`config.mk`:
```
export PLATFORM = sky130hd
export DESIGN_NAME = bit_stamp_ctr
export DESIGN_NICKNAME = d
export VERILOG_FILES = /design/src/rtl/tsc_pkg.sv /design/src/rtl/tsc_count.sv /design/src/rtl/tsc_ack_hold.sv /design/src/rtl/tsc_capture.sv /design/src/rtl/bit_stamp_ctr.sv
export SDC_FILE = /design/constraint.sdc
export NUM_CORES = 1
export LEC_CHECK = 0
export CAP_MARGIN = 30
export CELL_PAD_IN_SITES_DETAIL_PLACEMENT = 0
export CELL_PAD_IN_SITES_GLOBAL_PLACEMENT = 2
export CORE_ASPECT_RATIO = 0.8
export CORE_MARGIN = 3
export CORE_UTILIZATION = 28
export DETAILED_ROUTE_END_ITERATION = 8
export PLACE_DENSITY = 0.73
export SYNTH_ARGS = -nofsm -noshare
export SYNTH_HDL_FRONTEND = slang
export SYNTH_SLANG_ARGS = --single-unit
```
`constraint.sdc`:
```
create_clock -name clk -period 2.5 [get_ports clk]
set_input_delay 0.75 -clock clk [delete_from_list [all_inputs] [get_ports clk]]
set_output_delay 0.75 -clock clk [all_outputs]
set_load 0.005 [all_outputs]
```
`src/rtl/tsc_pkg.sv`:
```
package tsc_pkg;
  localparam int TSC_CNT_W = 16;
  localparam int TSC_NBUF  = 15;

  function automatic int idx_width(input int n);
    return (n <= 2) ? 1 : $clog2(n);
  endfunction
endpackage

```
`src/rtl/tsc_count.sv`:
```
module tsc_count #(
  parameter int W = 16
) (
  input  logic         clk,
  input  logic         rst,
  input  logic         adv,
  input  logic         clr,
  output logic [W-1:0] cnt
);
  // clear has priority over advance; natural wrap at 2**W
  always_ff @(posedge clk) begin
    if (rst || clr) cnt <= '0;
    else if (adv)   cnt <= cnt + W'(1);
  end
endmodule

```
`src/rtl/tsc_ack_hold.sv`:
```
module tsc_ack_hold #(
  parameter int CNT_W = 16,
  parameter int IDX_W = 4
) (
  input  logic             clk,
  input  logic             rst,
  input  logic             ack_slot,
  input  logic             frame_done,
  input  logic [CNT_W-1:0] cnt,
  input  logic [IDX_W-1:0] idx,
  output logic             held_vld,
  output logic [CNT_W-1:0] held_val,
  output logic [IDX_W-1:0] held_idx
);
  logic ack_q;
  logic ack_first;

  assign ack_first = ack_slot & ~ack_q;

  always_ff @(posedge clk) begin
    if (rst) begin
      ack_q    <= 1'b0;
      held_vld <= 1'b0;
      held_val <= '0;
      held_idx <= '0;
    end else begin
      ack_q <= ack_slot;
      if (ack_first) begin
        held_vld <= 1'b1;
        held_val <= cnt;
        held_idx <= idx;
      end else if (frame_done) begin
        held_vld <= 1'b0;
      end
    end
  end
endmodule

```
`src/rtl/tsc_capture.sv`:
```
module tsc_capture #(
  parameter int CNT_W    = 16,
  parameter int IDX_W    = 4,
  parameter int SYNC_IDX = 0,
  parameter bit SYNC_ON  = 1'b1
) (
  input  logic             clk,
  input  logic             rst,
  input  logic             frame_done,
  input  logic             frame_ok,
  input  logic             sync_en,
  input  logic             held_vld,
  input  logic [CNT_W-1:0] held_val,
  input  logic [IDX_W-1:0] held_idx,
  output logic             sync_clr,
  output logic             cap_we,
  output logic [IDX_W-1:0] cap_idx,
  output logic [CNT_W-1:0] cap_val
);
  logic commit;

  assign commit = frame_done & frame_ok & held_vld;

  generate
    if (SYNC_ON) begin : g_sync
      assign sync_clr = commit & sync_en & (held_idx == IDX_W'(SYNC_IDX));
    end else begin : g_nosync
      assign sync_clr = 1'b0;
    end
  endgenerate

  always_ff @(posedge clk) begin
    if (rst) begin
      cap_we  <= 1'b0;
      cap_idx <= '0;
      cap_val <= '0;
    end else begin
      cap_we <= commit;
      if (commit) begin
        cap_idx <= held_idx;
        cap_val <= held_val;
      end
    end
  end
endmodule

```
`src/rtl/bit_stamp_ctr.sv`:
```
module bit_stamp_ctr #(
  parameter int CNT_W    = tsc_pkg::TSC_CNT_W,
  parameter int NBUF     = tsc_pkg::TSC_NBUF,
  parameter int SYNC_IDX = 0,
  parameter bit SYNC_ON  = 1'b1,
  localparam int IDX_W   = tsc_pkg::idx_width(NBUF)
) (
  input  logic             clk,
  input  logic             rst,
  input  logic             bit_tick,
  input  logic             ack_slot,
  input  logic             frame_done,
  input  logic             frame_ok,
  input  logic [IDX_W-1:0] buf_idx,
  input  logic             sync_en,
  output logic [CNT_W-1:0] cnt_o,
  output logic             cap_we,
  output logic [IDX_W-1:0] cap_idx,
  output logic [CNT_W-1:0] cap_val
);
  logic             sync_clr;
  logic             held_vld;
  logic [CNT_W-1:0] held_val;
  logic [IDX_W-1:0] held_idx;

  tsc_count #(.W(CNT_W)) u_count (
    .clk (clk),
    .rst (rst),
    .adv (bit_tick),
    .clr (sync_clr),
    .cnt (cnt_o)
  );

  tsc_ack_hold #(.CNT_W(CNT_W), .IDX_W(IDX_W)) u_hold (
    .clk        (clk),
    .rst        (rst),
    .ack_slot   (ack_slot),
    .frame_done (frame_done),
    .cnt        (cnt_o),
    .idx        (buf_idx),
    .held_vld   (held_vld),
    .held_val   (held_val),
    .held_idx   (held_idx)
  );

  tsc_capture #(
    .CNT_W(CNT_W), .IDX_W(IDX_W), .SYNC_IDX(SYNC_IDX), .SYNC_ON(SYNC_ON)
  ) u_cap (
    .clk        (clk),
    .rst        (rst),
    .frame_done (frame_done),
    .frame_ok   (frame_ok),
    .sync_en    (sync_en),
    .held_vld   (held_vld),
    .held_val   (held_val),
    .held_idx   (held_idx),
    .sync_clr   (sync_clr),
    .cap_we     (cap_we),
    .cap_idx    (cap_idx),
    .cap_val    (cap_val)
  );
endmodule

```
==> results.md <==
* Mean Syn Cell Area at 8.16 um2
* Final setup violation count at 0
* Status: finished, final reports clean
* Clock Tree Buf Depth at 2
* R2R depth at 4
* DR pass1 iterations at 4
* ANT nets after route at 0
* Die height at 85.0 um
* Grt total ovfl at 0
* PortBufs at 47
* Root Driver: clkbuf_8
* Final hold violations at 0
* CTS resizes at 0
* Max IR drop VDD at 0.224 mV
* Final wirelength at 5.52 mm
* Post-Syn Nets at 280
* Fin crit period at 2140 ps
* Least-Margin Pin Slew at 334 ps
* Gpl congestion at 0.741
* CP Buf/Inv Count at 1
* Drt wl/cell at 12.8 um
* Drt drc at 0
* FILL cells at 820
* Commonest non-fill, non-tap cell in the layout: nand2_1
* Fmax at 0.467 GHz
* Switching power at 0.000417 W
* Capture point of the worst reg-to-reg path: u_count.cnt[15]$_SDFFE_PP0P_
* Pin count of the biggest net entering global routing at 24
* Most frequent cells in the layout: nand2_1, dfxtp_1, clkdlybuf4s50_1
* Comb power frac at 0.053
* Power Density at 616 nW/um2
* Layout cells sized above 1 at 0.0890
* Core Area at 7500 um2
* Hold Crit Depth at 2
* Slowest cell on the critical path: clkdlybuf4s50_1
* Critical Path AT at 1390 ps
* Syn. warnings at 0
* Synthesized instance count at 268
* Pins Over Slew Limit at 0
* Setup tns final at 0 ps
* Total GRT Usage at 0.132
* Postcts setup bufs at 0
* CP top delay family: buffers and inverters
* Antenna cell count at 0
* Die X at 105 um
* Cell variety after synth at 27
* Synthesized area at 2190 um2
* # rows at 28
* Share of power burned in registers at 0.522
* Num CTS Buffers at 9
* Sequential fraction of the synthesis area at 0.540
* H-tree depth at 3
* Worst Skew at 6.59 ps
* Layout area overhead at 36.9%
* First-pass GRT wire length at 9.25 mm
* Vias in the first global route at 1759
* RSZ-0062 raised after global routing: no
* Crit-path max FO at 7
* Vias at 1857
* # Max-Cap Violations at 0
* Max-slew headroom at 0.776
* Worst EP required at 1750 ps
* Later-pin clock latency in the skew report at 330 ps
* Fin crit share at 0.857
* DP HPWL at 3.77 mm
* Total power at 0.00184 W
* CTS tree: built
* Worst setup SP type: flop
* Power Internal at 0.00143 W
* Starting DRC count in detailed routing at 76
* Slowest stage delay, CP at 570 ps
* Nets@finish at 334
* Leak Pwr at 1.02 nW
* Cells along the critical path: clkdlybuf4s50_1
* Hold buffers post-CTS at 0
* Full die area at 8910 um2
* Initial antenna violation count at 0
* Initial Util at 0.292
* RR Startpoint: u_count.cnt[4]$_SDFFE_PP0P_
* Clock Sinks at 59
* Sw Ratio at 0.226
* R2R Setup Slk at 700 ps
* Hold Path Origin: u_hold.held_val[6]$_SDFFE_PP0P_
* Clk pwr share at 0.425
* HP Class: reg -> reg
* Top Ports at 48
* Hold worst-path end: u_cap.cap_val[6]$_SDFFE_PP0P_
* Number of synthesized register bits at 59
* Clock transition at path regs at 60 ps
* Post-DR vias/cell at 4.31
* Setup crit end kind: primary output
* CP Class: reg -> out
==> sequential cells by signal, summed over array words and instances, names as in the netlist <==
signal           cells
u_count.cnt         16
u_cap.cap_idx        4
u_hold.held_vld      1
u_hold.held_val     16
u_hold.held_idx      4
u_cap.cap_we         1
u_cap.cap_val       16
u_hold.ack_q         1
==> per-stage QoR <==
stage	worst slack [ps]	instances	cell area [um2]	utilization	hold slack [ps]
after floorplan	383	268	2190	-	432
after global placement	55.7	416	2810	0.375	444
after detailed placement	38.8	416	2810	0.375	447
after CTS	327	431	2990	0.399	452
after global routing	286	431	2990	0.399	466
final	357	431	2990	0.399	448
==> cells by family after synthesis <==
group | Yosys count | share of synthesized area
AO/OA/AOI/OAI | 53 | 0.127
flip-flops | 59 | 0.540
XOR/XNOR | 9 | 0.0361
multiplexers | 1 | 0.00458
buffers and inverters | 18 | 0.0315
adder cells (fa/ha/maj) | 1 | 0.00572
AND/OR/NAND/NOR | 127 | 0.255
==> worst max-delay path by stage <==
| stage | startpoint | end | slack (ps) | cells past startpoint |
|---|---|---|---|---|
| 5_1_grt | u_count.cnt[3]$_SDFFE_PP0P_ | cnt_o[3] | 290 | 1 |
| 3_5_place_dp | bit_tick | u_count.cnt[15]$_SDFFE_PP0P_ | 40 | 5 |
| 4_1_cts | u_count.cnt[3]$_SDFFE_PP0P_ | cnt_o[3] | 330 | 1 |
| 3_3_place_gp | bit_tick | u_count.cnt[13]$_SDFFE_PP0P_ | 60 | 5 |
| 6_report | u_count.cnt[3]$_SDFFE_PP0P_ | cnt_o[3] | 360 | 1 |
| 2_1_floorplan | bit_tick | u_count.cnt[15]$_SDFFE_PP0P_ | 380 | 5 |
==> power by group through the flow <==
stage / clock (W) / sequential, W / combinational [W]
6_report: 0.000784 / 0.000963 / 0.0000970
5_1_grt: 0.000859 / 0.000965 / 0.000107
4_1_cts: 0.000817 / 0.000963 / 0.0000990
3_5_place_dp: 0 / 0.000984 / 0.0000984
3_3_place_gp: 0 / 0.000984 / 0.0000986
2_1_floorplan: 0 / 0.000981 / 0.0000500
==> synthesized netlist by cell type <==
| master | count | area (um2) |
|---|---|---|
| clkbuf_1 | 13 | 48.8 |
| xnor2_1 | 4 | 35.0 |
| a21oi_1 | 45 | 225 |
| nor3_1 | 4 | 20.0 |
| or3_2 | 1 | 7.51 |
| a31o_2 | 1 | 8.76 |
| o21ai_0 | 4 | 20.0 |
| nand4_1 | 5 | 31.3 |
| and3_1 | 3 | 18.8 |
| nor2b_1 | 3 | 18.8 |
| nand4_4 | 1 | 21.3 |
| a31oi_1 | 1 | 6.26 |
| ha_1 | 1 | 12.5 |
| mux2i_1 | 1 | 10.0 |
| or3_1 | 3 | 18.8 |
| nor4_1 | 1 | 6.26 |
| buf_2 | 1 | 5.00 |
| a211o_1 | 2 | 17.5 |
| inv_1 | 3 | 11.3 |
| nand2_1 | 89 | 334 |
| nand3_1 | 3 | 15.0 |
| nor2_1 | 11 | 41.3 |
| or4_4 | 1 | 11.3 |
| nand2b_1 | 2 | 12.5 |
| dfxtp_1 | 59 | 1180 |
| xor2_1 | 5 | 43.8 |
| buf_1 | 1 | 3.75 |
==> layer usage <==
metal / GRT usage / wire length, um / up-vias
li1: - / - / 997
met1: 0.197 / 3110 / 811
met2: 0.171 / 2050 / 43
met3: 0.0510 / 293 / 6
met4: 0.0429 / 65 / 0
met5: 0 / 0 / -
==> tightest hold or removal path: stages (launching register included) <==
cell	delay (ps)
dfxtp_1	310
nand2_1	50
a21oi_1	50
==> layout make-up <==
class	instances	area, um2	share of cell area
tap	105	131	0.0439
sequential	59	1180	0.395
timing repair buffer	58	553	0.185
clock buffer	13	169	0.0565
multi-input combinational	191	936	0.313
inverter	3	11.3	0.00376
clock inverter	2	10.0	0.00335
No activity file was read; power rests on OpenSTA's default activity.
